**src/rtl/i2c_fifo_master.sv**
```systemverilog
module i2c_fifo_master #(
  parameter int DEPTH = 4,
  parameter int DIV_W = 8,
  parameter logic [DIV_W-1:0] DIV_RST = 4
) (
  input  logic       clk,
  input  logic       rst_n,
  input  logic       wr_en,
  input  logic [2:0] wr_sel,
  input  logic [7:0] wr_data,
  input  logic       rd_en,
  input  logic [2:0] rd_sel,
  output logic [7:0] rd_data,
  output logic       scl_oe,
  output logic       sda_oe,
  input  logic       sda_in
);
  localparam int PW = $clog2(DEPTH);
  localparam int CW = $clog2(DEPTH + 1);

  typedef enum logic [2:0] {S_IDLE, S_START, S_BIT, S_STOP, S_RST} st_t;
  typedef enum logic [1:0] {K_ADDR, K_TX, K_RX} kind_t;

  st_t st;
  kind_t kind;
  logic [1:0] q;
  logic [3:0] bitn;
  logic [7:0] sh, addr_r, rcnt_r, nrx;
  logic cur_rd, rx_mode, pend, ackok;
  logic [DIV_W-1:0] div_r, dcnt;
  logic nack_f, acc_f, txw_f, flush_q;
  logic [7:0] mem [DEPTH];
  logic [PW-1:0] wp, rp;
  logic [CW-1:0] cnt;

  function automatic logic [PW-1:0] nxt(input logic [PW-1:0] p);
    return (p == PW'(DEPTH - 1)) ? '0 : p + 1'b1;
  endfunction

  wire busy   = st != S_IDLE;
  wire empty  = cnt == '0;
  wire full   = cnt == CW'(DEPTH);
  wire addr_w = wr_en && wr_sel == 3'd0;
  wire w_data = wr_en && wr_sel == 3'd2;
  wire r_data = rd_en && rd_sel == 3'd2;
  wire acc    = w_data && r_data;
  wire tick   = dcnt == div_r;
  wire stall  = st == S_BIT && kind == K_RX && bitn == 4'd0 && q == 2'd0 && full;
  wire adv    = tick && !stall;
  wire in_bit = st == S_BIT;
  wire [7:0] rx_byte = {sh[6:0], sda_in};

  wire eng_push = adv && in_bit && kind == K_RX && q == 2'd1 && bitn == 4'd7;
  wire byte_end = adv && in_bit && q == 2'd3 && bitn == 4'd8;
  wire wants_tx = kind != K_RX && ackok && !(kind == K_ADDR && cur_rd);
  wire eng_pop  = byte_end && wants_tx && !empty;
  wire nack_evt = byte_end && kind != K_RX && !ackok;
  wire rd_lock  = busy && cur_rd;
  wire sw_push  = w_data && !acc && !full && !rd_lock;
  wire sw_pop   = r_data && !acc && !empty && !(busy && !cur_rd);
  wire push     = eng_push || sw_push;
  wire pop      = eng_pop || sw_pop;
  wire [7:0] pdata = eng_push ? rx_byte : wr_data;
  wire st_t fin = pend ? S_RST : S_STOP;

  wire rx_irq = rx_mode && !empty;
  wire tx_irq = !rx_mode && empty;
  wire [1:0] fill = empty ? 2'b00 : (full ? 2'b11 : 2'b10);
  wire [7:0] status = {acc_f, txw_f, fill, tx_irq, rx_irq, nack_f, busy};

  // FIFO storage and pointers
  always_ff @(posedge clk) if (push && !flush_q) mem[wp] <= pdata;

  always_ff @(posedge clk or negedge rst_n) begin
    if (!rst_n) begin
      wp <= '0; rp <= '0; cnt <= '0;
    end else if (flush_q) begin
      wp <= '0; rp <= '0; cnt <= '0;
    end else begin
      if (push) wp <= nxt(wp);
      if (pop) rp <= nxt(rp);
      cnt <= cnt + CW'(push) - CW'(pop);
    end
  end

  // Software-visible registers
  always_ff @(posedge clk or negedge rst_n) begin
    if (!rst_n) begin
      addr_r <= '0; rcnt_r <= '0; div_r <= DIV_RST;
      nack_f <= 1'b0; acc_f <= 1'b0; txw_f <= 1'b0; flush_q <= 1'b0;
    end else begin
      flush_q <= wr_en && wr_sel == 3'd4 && wr_data[0];
      if (addr_w) addr_r <= wr_data;
      if (wr_en && wr_sel == 3'd1) rcnt_r <= wr_data;
      if (wr_en && wr_sel == 3'd5) div_r <= DIV_W'(wr_data);
      if (wr_en && wr_sel == 3'd3) begin
        nack_f <= nack_f & wr_data[1];
        txw_f  <= txw_f & wr_data[6];
        acc_f  <= acc_f & wr_data[7];
      end
      if (nack_evt) nack_f <= 1'b1;
      if (w_data && !acc && (full || rd_lock)) txw_f <= 1'b1;
      if (acc) acc_f <= 1'b1;
    end
  end

  // Bit and byte sequencer
  always_ff @(posedge clk or negedge rst_n) begin
    if (!rst_n) begin
      st <= S_IDLE; kind <= K_ADDR; q <= '0; bitn <= '0; sh <= '0;
      nrx <= '0; cur_rd <= 1'b0; rx_mode <= 1'b0; pend <= 1'b0;
      ackok <= 1'b0; dcnt <= '0;
    end else begin
      dcnt <= (st == S_IDLE || tick) ? '0 : dcnt + 1'b1;
      if (sw_push || flush_q) rx_mode <= 1'b0;
      if (st == S_IDLE) begin
        q <= '0;
        if (addr_w) st <= S_START;
      end else if (adv) begin
        q <= q + 1'b1;
        case (st)
          S_START, S_RST: if (q == 2'd3) begin
            st <= S_BIT; kind <= K_ADDR; sh <= addr_r; bitn <= '0;
            cur_rd <= addr_r[0]; nrx <= '0; pend <= 1'b0;
            if (addr_r[0]) rx_mode <= 1'b1;
          end
          S_STOP: if (q == 2'd3) st <= S_IDLE;
          S_BIT: begin
            if (q == 2'd1) begin
              if (kind == K_RX) begin
                if (bitn != 4'd8) sh <= rx_byte;
                if (bitn == 4'd7) nrx <= nrx + 1'b1;
              end else if (bitn == 4'd8) begin
                ackok <= !sda_in;
              end
            end
            if (q == 2'd3) begin
              if (bitn != 4'd8) begin
                bitn <= bitn + 1'b1;
                if (kind != K_RX) sh <= {sh[6:0], 1'b0};
              end else begin
                bitn <= '0;
                if (kind != K_RX && !ackok) begin
                  st <= S_STOP; pend <= 1'b0;
                end else if (kind == K_ADDR && cur_rd) begin
                  if (rcnt_r == '0) st <= fin;
                  else kind <= K_RX;
                end else if (kind != K_RX) begin
                  if (!empty) begin sh <= mem[rp]; kind <= K_TX; end
                  else st <= fin;
                end else if (nrx == rcnt_r) begin
                  st <= fin;
                end
              end
            end
          end
          default: st <= S_IDLE;
        endcase
      end
      if (addr_w && busy) pend <= 1'b1;
    end
  end

  wire bit_low = (kind == K_RX) ? (bitn == 4'd8 && nrx != rcnt_r)
                                : (bitn != 4'd8 && !sh[7]);

  always_comb begin
    case (st)
      S_START: begin scl_oe = q == 2'd3;                sda_oe = q != 2'd0; end
      S_BIT:   begin scl_oe = q == 2'd0 || q == 2'd3;   sda_oe = bit_low;   end
      S_STOP:  begin scl_oe = q == 2'd0;                sda_oe = q < 2'd2;  end
      S_RST:   begin scl_oe = q == 2'd0 || q == 2'd3;   sda_oe = q >= 2'd2; end
      default: begin scl_oe = 1'b0;                     sda_oe = 1'b0;      end
    endcase
  end

  always_comb begin
    case (rd_sel)
      3'd0: rd_data = addr_r;
      3'd1: rd_data = rcnt_r;
      3'd2: rd_data = empty ? 8'h00 : mem[rp];
      3'd3: rd_data = status;
      3'd4: rd_data = {7'b0, flush_q};
      3'd5: rd_data = 8'(div_r);
      default: rd_data = 8'h00;
    endcase
  end

  p_fill_bound_r7: assert property (@(posedge clk) disable iff (!rst_n)
    cnt <= CW'(DEPTH));
  p_sda_quiet_r11: assert property (@(posedge clk) disable iff (!rst_n)
    (in_bit && !scl_oe && $past(in_bit) && $past(!scl_oe)) |-> $stable(sda_oe));
  p_busy_start_r11: assert property (@(posedge clk) disable iff (!rst_n)
    (st == S_IDLE && addr_w) |=> busy);
  p_nack_stop_r5: assert property (@(posedge clk) disable iff (!rst_n)
    $rose(nack_f) |-> st == S_STOP);
  p_acc_err_r8: assert property (@(posedge clk) disable iff (!rst_n)
    acc |=> acc_f);
  p_push_full_r9: assert property (@(posedge clk) disable iff (!rst_n)
    (w_data && !acc && full) |=> txw_f);
  p_flush_r12: assert property (@(posedge clk) disable iff (!rst_n)
    flush_q |=> cnt == '0);
  p_stall_r13: assert property (@(posedge clk) disable iff (!rst_n)
    stall |-> scl_oe);
endmodule

```
**config.mk**
```make
export PLATFORM = sky130hd
export DESIGN_NAME = i2c_fifo_master
export DESIGN_NICKNAME = d
export VERILOG_FILES = /design/src/rtl/i2c_fifo_master.sv
export SDC_FILE = /design/constraint.sdc
export NUM_CORES = 1
export LEC_CHECK = 0
export BUFFER_PORTS_ARGS = -buffer_cell sky130_fd_sc_hd__buf_2
export CORE_MARGIN = 2
export CORE_UTILIZATION = 45
export CTS_CLUSTER_DIAMETER = 150
export CTS_CLUSTER_SIZE = 12
export DETAILED_ROUTE_END_ITERATION = 8
export PLACE_DENSITY = 0.67
export SLEW_MARGIN = 20
export SYNTH_ARGS = -nofsm -noshare
export SYNTH_HDL_FRONTEND = slang
export SYNTH_SLANG_ARGS = --single-unit
```
**constraint.sdc**
```tcl
create_clock -name clk -period 4.89 [get_ports clk]
set_input_delay 0.978 -clock clk [delete_from_list [all_inputs] [get_ports clk]]
set_output_delay 0.978 -clock clk [all_outputs]
set_load 0.01 [all_outputs]
```
==> impl_summary.log, run 1 <==
[metrics] Final Wtd Congestion: 0.904
[metrics] clock input transition at the sequential cells of the worst setup and hold paths: 80 ps
[metrics] number of ports placed on the die boundary: 29
[metrics] setup slack at placement: 1540 ps
[metrics] Port-buffer cells: 28
[metrics] Tcrit/Tclk final: 72.1%
[metrics] area occupied by multi-input gates: 0.00306 mm^2
[metrics] CTS H-Tree Depth: 3
[metrics] diodes inserted: 0
[metrics] cell row count: 42
[metrics] category of the worst setup path capture point: output pin
[metrics] count of buffers added by post-CTS timing repair for setup: 0
[metrics] part of the total power dissipated in combinational logic: 27.8%
[metrics] synthesis-to-layout area growth: 10.3%
[metrics] Worst setup startpoint: st[1]
[metrics] global-route wire length before repair: 25,100 um
[metrics] clock tree from TritonCTS: built
[metrics] total negative slack: 0 ps
[metrics] Total GRT Usage: 22.7%
[metrics] Seq. cell area: 0.00281 mm^2
[metrics] endpoints failing hold: 0
[metrics] Slowest cell on crit path: sky130_fd_sc_hd__or3b_1
[metrics] Yosys warnings: 0
[metrics] class of the worst hold path: register to register
[metrics] number of failing setup endpoints in the final timing report: 0
[metrics] terminating pin of the worst hold path: txw_f
[metrics] switching power total: 0.00103 W
[metrics] worst-case clock buffer depth: 2
[metrics] wire length per cell: 20.2 um
[metrics] insertion delay to the later sink of the worst-skew pair: 370 ps
[metrics] initial antenna violation count: 0
[metrics] source of the worst hold timing path: txw_f
[metrics] cell depth of the worst min-delay path: 2
[metrics] distinct cell type count after synthesis: 64
[metrics] Post-Synthesis Net Count: 592
[metrics] run status: finished, final reports clean
[metrics] final slew viol count: 0
[metrics] post-layout net count: 611
[metrics] CTS sink count: 106
[metrics] number of max-cap violations: 0
[metrics] remaining antenna violation count: 0
[metrics] Mapped Cells: 558
[metrics] Die Y: 120 um
[metrics] number of global-route vias before repair: 4,546
[metrics] maximum clock frequency: 284 MHz
[metrics] Die Width: 120 um
[metrics] post-synthesis average cell area: 10.9 um^2
[metrics] Resize count post-CTS: 0
[metrics] clk root buf: sky130_fd_sc_hd__clkbuf_16
[metrics] CTS Hold Bufs: 0
[metrics] Synth Flop Type: sky130_fd_sc_hd__dfrtp_1
[metrics] min Tclk post-route: 3520 ps
[metrics] DRT Wirelength: 15,300 um
[metrics] fraction of layout instances using a drive strength above 1: 21.1%
[metrics] share of synthesized registers carrying an async set or reset: 69.8%
[metrics] arrival time of the worst setup path: 2550 ps
[metrics] Initial Utilization: 46.0%
[metrics] unrepaired setup endpoints after global routing: false
[metrics] netlist area before placement: 0.00609 mm^2
[metrics] required time reported for the critical path endpoint: 3910 ps
[metrics] Post-synth EDFFs: 32
[metrics] routed via count: 4,546
[metrics] Max transition margin: 34.0%
[metrics] full die area: 0.0145 mm^2
[metrics] skew final: 8.21 ps
[metrics] number of violations reported at the end of detailed-routing iteration 0: 448
[metrics] cell count of the worst reg-to-reg path: 11
[metrics] setup slack of the critical path after layout: 1370 ps
[metrics] transition at the pin with the smallest max-transition slack: 990 ps
[metrics] part of the power in registers: 44.1%
[metrics] power density relative to cell area: 432 mW/mm^2
[metrics] total power consumption of the routed design: 0.00291 W
[metrics] destination of the worst register-to-register timing path: cnt[2]
[metrics] DRC violation count after routing: 0
[metrics] HPWL after DPL: 11,100 um
[metrics] Initial DRT Pass Iterations: 5
[metrics] Clk network pwr share: 28.1%
[metrics] sequential element share of the synthesized area: 46.2%
[metrics] gate family responsible for the most delay along the worst path: simple AND/OR/NAND/NOR gates
[metrics] Core Area: 0.0132 mm^2
[metrics] pin count of the biggest net entering global routing: 75
[metrics] number of buffer and inverter instances along the worst setup path: 2
[metrics] Crit Path Max Fanout: 18
[metrics] Crit path largest cell delay: 630 ps
[metrics] internal power consumption: 0.00188 W
[metrics] switching power as a share of total power: 35.4%
[metrics] CTS buffer count: 9
[metrics] leakage dissipation: 2.71 nW
[metrics] list of cells traversed by the critical path: or3b_1, buf_4, nor3_1, a21oi_1, o21ai_0, buf_2
[metrics] kind of critical path: register to output pin
[metrics] register bit total from synthesis: 106
[metrics] peak supply drop: 0.333 mV
[metrics] nature of the critical path startpoint: register
[metrics] register-to-register setup slack: 1560 ps
[metrics] number of filler cells placed in the layout: 1,206
[metrics] Worst R2R Start: st[1]
[metrics] vias per cell: 6.00
[metrics] GRT Residual Overflow: 0
-- worst min-delay path, delay by kind of cell (launching register included) --
kind               cells  cell delay [ps]
AOI/OAI and AO/OA      2              150
DFF                    1              340
-- worst max-delay path by stage --
stage,to,slack (ps),cells past startpoint
final,sda_oe,1370,6
after global routing,sda_oe,1130,6
after CTS,sda_oe,1370,6
after detailed placement,cnt[2],1540,11
after global placement,cnt[2],1630,11
after floorplan,rd_data[1],1620,5
-- power by group through the flow --
stage	clock network, W	registers [W]	logic (W)
6_report	0.000817	0.00128	0.000810
5_1_grt	0.000865	0.00131	0.000913
4_1_cts	0.000834	0.00128	0.000811
3_5_place_dp	0	0.00129	0.000809
3_3_place_gp	0	0.00129	0.000782
2_1_floorplan	0	0.00120	0.000629
-- metal layers --
layer,vias up,track usage [%],routed length [um]
li1,2113,-,-
met1,2258,31.0,6920
met2,138,33.9,7130
met3,37,5.57,749
met4,0,11.0,509
met5,-,0,0
-- Yosys cell counts (all sizes together), types with 10 or more instances --
| cell | n | share of area, % |
|---|---|---|
| nand3 | 18 | 1.5 |
| nand2 | 32 | 2.0 |
| a21oi | 23 | 2.0 |
| inv | 18 | 1.1 |
| xor2 | 15 | 2.2 |
| o21ai | 37 | 3.0 |
| ha | 14 | 2.9 |
| nor2 | 37 | 2.3 |
| nand2b | 12 | 1.2 |
| nor2b | 11 | 1.1 |
| edfxtp | 32 | 16 |
| o31ai | 12 | 1.5 |
| a31oi | 16 | 1.6 |
| dfrtp | 73 | 30 |
| mux2 | 36 | 6.7 |
| nor3b | 10 | 1.2 |
| clkbuf | 22 | 1.4 |
| mux2i | 18 | 3.0 |
| xnor2 | 11 | 1.6 |
-- sequential cells by signal, indices dropped and copies added, names as in the netlist --
register  cells
rx_mode       1
q             2
cur_rd        1
st            3
bitn          4
wp            2
acc_f         1
rcnt_r        8
dcnt          8
txw_f         1
mem          32
nrx           8
div_r         8
rp            2
ackok         1
flush_q       1
pend          1
nack_f        1
cnt           3
kind          2
sh            8
addr_r        8
-- kinds of logic after synthesis --
logic type / share of synthesized area [%]
AND/OR/NAND/NOR: 17.1
AO/OA/AOI/OAI: 13.2
flip-flops: 46.2
multiplexers: 13.0
buffers and inverters: 3.59
XOR/XNOR: 3.74
adder cells (fa/ha/maj): 3.20
-- area by class of cell --
type | instances | area share (%)
clock buffer | 9 | 3.35
clock inverter | 7 | 1.66
inverter | 18 | 1.00
timing repair buffer | 39 | 3.35
tap | 176 | 3.28
multi-input combinational | 403 | 45.5
sequential | 106 | 41.8
-- cell usage in the layout, fill, tap and decap left out, types with 10 or more instances in the layout --
master / count
sky130_fd_sc_hd__a21oi_1: 22
sky130_fd_sc_hd__a31oi_1: 16
sky130_fd_sc_hd__buf_2: 27
sky130_fd_sc_hd__buf_4: 12
sky130_fd_sc_hd__dfrtp_1: 73
sky130_fd_sc_hd__edfxtp_1: 32
sky130_fd_sc_hd__ha_1: 14
sky130_fd_sc_hd__inv_1: 18
sky130_fd_sc_hd__mux2_2: 35
sky130_fd_sc_hd__mux2i_1: 18
sky130_fd_sc_hd__nand2_1: 32
sky130_fd_sc_hd__nand2b_1: 12
sky130_fd_sc_hd__nand3_1: 18
sky130_fd_sc_hd__nor2_1: 37
sky130_fd_sc_hd__nor2b_1: 11
sky130_fd_sc_hd__nor3b_1: 10
sky130_fd_sc_hd__o21ai_0: 36
sky130_fd_sc_hd__o31ai_1: 12
sky130_fd_sc_hd__xnor2_1: 11
sky130_fd_sc_hd__xor2_1: 15
-- through the flow --
step / cells / hold WS, ps / cell area (um^2) / util [%]
4_1_cts: 758 / 526 / 6720 / 50.8
3_3_place_gp: 742 / 497 / 6390 / 48.2
2_1_floorplan: 558 / 463 / 6090 / -
3_5_place_dp: 742 / 510 / 6390 / 48.2
5_1_grt: 758 / 548 / 6720 / 50.8
6_report: 758 / 525 / 6720 / 50.8
Power figures use the tool's default switching activity.
==> run 2, diff against run 1 <==
--- a/config.mk
+++ b/config.mk
@@ -11,7 +11,7 @@
 export CTS_CLUSTER_DIAMETER = 150
 export CTS_CLUSTER_SIZE = 12
 export DETAILED_ROUTE_END_ITERATION = 8
-export PLACE_DENSITY = 0.67
+export PLACE_DENSITY = 0.7
 export SLEW_MARGIN = 20
 export SYNTH_ARGS = -nofsm -noshare
 export SYNTH_HDL_FRONTEND = slang
==> constraint.sdc (replaced) <==
create_clock -name clk -period 3.1 [get_ports clk]
set_input_delay 0.62 -clock clk [delete_from_list [all_inputs] [get_ports clk]]
set_output_delay 0.62 -clock clk [all_outputs]
set_load 0.01 [all_outputs]
==> impl_summary.log, run 2 (synthesis gave the netlist of run 1 again) <==
[metrics] unrepaired setup endpoints after global routing: false
[metrics] M2 GR Usage: 37.1% (+3.2 points)
[metrics] setup slack of the critical path after layout: 150 ps (-1220 ps)
[metrics] post-layout net count: 634 (+3.8%)
[metrics] number of buffer and inverter instances along the worst setup path: 1 (-1)
[metrics] required time reported for the critical path endpoint: 3320 ps (-590 ps)
[metrics] most flop-heavy register: mem
[metrics] clk root buf: sky130_fd_sc_hd__clkbuf_16
[metrics] worst-case clock buffer depth: 2 (unchanged)
[metrics] endpoints failing hold: 0 (unchanged)
[metrics] initial antenna violation count: 0 (unchanged)
[metrics] Seq. cell area: 0.00281 mm^2 (unchanged)
[metrics] HPWL after DPL: 11,800 um (+6.8%)
[metrics] clock input transition at the sequential cells of the worst setup and hold paths: 80 ps (about the same)
[metrics] Slowest cell on crit path: sky130_fd_sc_hd__or4_4
[metrics] Die Y: 120 um (unchanged)
[metrics] routed via count: 4,741 (+4.3%)
[metrics] Max transition margin: 36.1% (+2.1 points)
[metrics] final core utilization: 51.8% (+1.0 points)
[metrics] wire length per cell: 20.4 um (+1.1%)
[metrics] cell row count: 42 (unchanged)
[metrics] number of max-cap violations: 0 (unchanged)
[metrics] maximum clock frequency: 339 MHz
[metrics] leakage dissipation: 2.81 nW (+4.0%)
[metrics] met3 capacity usage during global routing: 4.53% (-1.0 points)
[metrics] vias per cell: 6.07 (+1.2%)
[metrics] Non-Filler Cell Area, Final: 0.00686 mm^2 (+2.0%)
[metrics] most frequent cells in the layout: sky130_fd_sc_hd__dfrtp_1 (73), sky130_fd_sc_hd__nor2_1 (37), sky130_fd_sc_hd__o21ai_0 (36)
[metrics] list of cells traversed by the critical path: xor2_1, or4_4, nor4_4, a21oi_2, xor2_1, ha_1, inv_1, fa_1, xor2_1, xnor2_1, nor2_1
[metrics] remaining antenna violation count: 0 (unchanged)
[metrics] full die area: 0.0145 mm^2 (unchanged)
[metrics] CTS Hold Bufs: 0 (unchanged)
[metrics] nature of the critical path startpoint: register
[metrics] total negative slack: 0 ps (unchanged)
[metrics] DRC violation count after routing: 0 (unchanged)
[metrics] area occupied by multi-input gates: 0.00308 mm^2 (+0.57%)
[metrics] insertion delay to the later sink of the worst-skew pair: 360 ps (about the same)
[metrics] final slew viol count: 0 (unchanged)
[metrics] min Tclk post-route: 2950 ps
[metrics] busiest layer in global routing: met2
[metrics] power density relative to cell area: 662 mW/mm^2 (+53%)
[metrics] diodes inserted: 0 (unchanged)
[metrics] Tcrit/Tclk final: 95.2%
[metrics] max reg flops: 32 (unchanged)
[metrics] placed standard-cell area: 0.00653 mm^2 (+2.2%)
[metrics] fraction of layout instances using a drive strength above 1: 24.3% (+3.2 points)
[metrics] number of failing setup endpoints in the final timing report: 0 (unchanged)
[metrics] Final Wtd Congestion: 0.927 (+2.6%)
[metrics] CTS H-Tree Depth: 3 (unchanged)
[metrics] Initial DRT Pass Iterations: 5 (unchanged)
[metrics] pin count of the biggest net entering global routing: 75 (unchanged)
[metrics] setup slack at placement: 65.2 ps (-1480 ps)
[metrics] category of the worst setup path capture point: register
[metrics] CTS sink count: 106 (unchanged)
[metrics] run status: finished, final reports clean
[metrics] synthesis-to-layout area growth: 12.6%
[metrics] DRT Wirelength: 15,900 um (+4.2%)
[metrics] clock tree from TritonCTS: built
[metrics] transition at the pin with the smallest max-transition slack: 959 ps (-31.2 ps)
[metrics] most common cell after layout, fill and taps aside: sky130_fd_sc_hd__dfrtp_1
[metrics] Initial Utilization: 46.0% (unchanged)
[metrics] Crit path largest cell delay: 580 ps (-50 ps)
[metrics] Crit Path Max Fanout: 3 (-15)
[metrics] number of violations reported at the end of detailed-routing iteration 0: 531 (+19%)
[metrics] Core Area: 0.0132 mm^2 (unchanged)
[metrics] peak supply drop: 0.499 mV (+50%)
[metrics] kind of critical path: register to register
[metrics] Die Width: 120 um (unchanged)
[metrics] M1 GR Usage: 30.9% (-0.083 points)
[metrics] skew final: 9.11 ps (+0.901 ps)
[metrics] GRT Residual Overflow: 0 (unchanged)
[metrics] hold_ws: 411 ps (-114 ps)
[metrics] number of filler cells placed in the layout: 1,213 (+0.58%)
[metrics] number of ports placed on the die boundary: 29 (unchanged)
[metrics] Port-buffer cells: 28 (unchanged)
[metrics] number of global-route vias before repair: 4,823 (+6.1%)
[metrics] class of the worst hold path: input pin to asynchronous set/reset pin
[metrics] global-route wire length before repair: 26,100 um (+4.2%)
[metrics] CTS buffer count: 9 (unchanged)
[metrics] Total GRT Usage: 23.5% (+0.80 points)
[metrics] gate family responsible for the most delay along the worst path: simple AND/OR/NAND/NOR gates
[metrics] arrival time of the worst setup path: 3170 ps (+620 ps)
[metrics] Most Frequent Cell on Critical Path: sky130_fd_sc_hd__xor2_1
[run 2: final timing paths]
check / slack [ps] / to / depth (start not counted) / start
setup / recovery: 150 / cnt[2] / 11 / div_r[4]
hold / removal: 410 / st[2] / 1 / rst_n
setup reg to reg: 150 / cnt[2] / 11 / div_r[4]
hold reg to reg: 520 / nack_f / 2 / nack_f
max in group asynchronous: 2080 / rcnt_r[2] / 1 / rst_n
min in group clk: 520 / nack_f / 2 / nack_f
[run 2: worst reg2reg max path, delay by kind of cell (launching register included)]
kind / cells / cell delay [ps]
xor gates and xnor gates: 4 / 680
buffers and inverters: 1 / 50
AOI/OAI and AO/OA: 1 / 120
adders and majority gates: 2 / 520
DFF: 1 / 440
and+or+nand+nor: 3 / 1010
[run 2: where the power goes]
group	internal (W)	switching [W]
registers	0.00168	0.000307
logic	0.000652	0.000783
clock network	0.000563	0.000554
total	0.00290	0.00164
[run 2: timing repair]
item	in CTS	in global routing
buffers inserted	0	4
setup endpoints to repair	0	1
hold endpoints to repair	0	0
gates resized for setup	0	3
[run 2: stage by stage]
stage,std cells,total power [W]
6_report,781,0.00454
5_1_grt,781,0.00481
4_1_cts,777,0.00452
3_5_place_dp,761,0.00340
3_3_place_gp,761,0.00332
2_1_floorplan,558,0.00289
[run 2: per-layer routing]
layer	share of wire, %	vias to the layer above
met1	42	2348
li1	-	2162
met4	4.3	0
met3	5.6	49
met2	48	182
met5	0	-
[run 2: final cells by class]
class / instances / share of cell area, %
flip-flops and latches: 106 / 41.0
clock inverters: 6 / 0.784
multi-input cells: 403 / 44.9
inverters: 18 / 0.985
well taps: 176 / 3.21
repair buffers: 62 / 5.80
clock buffers: 10 / 3.34
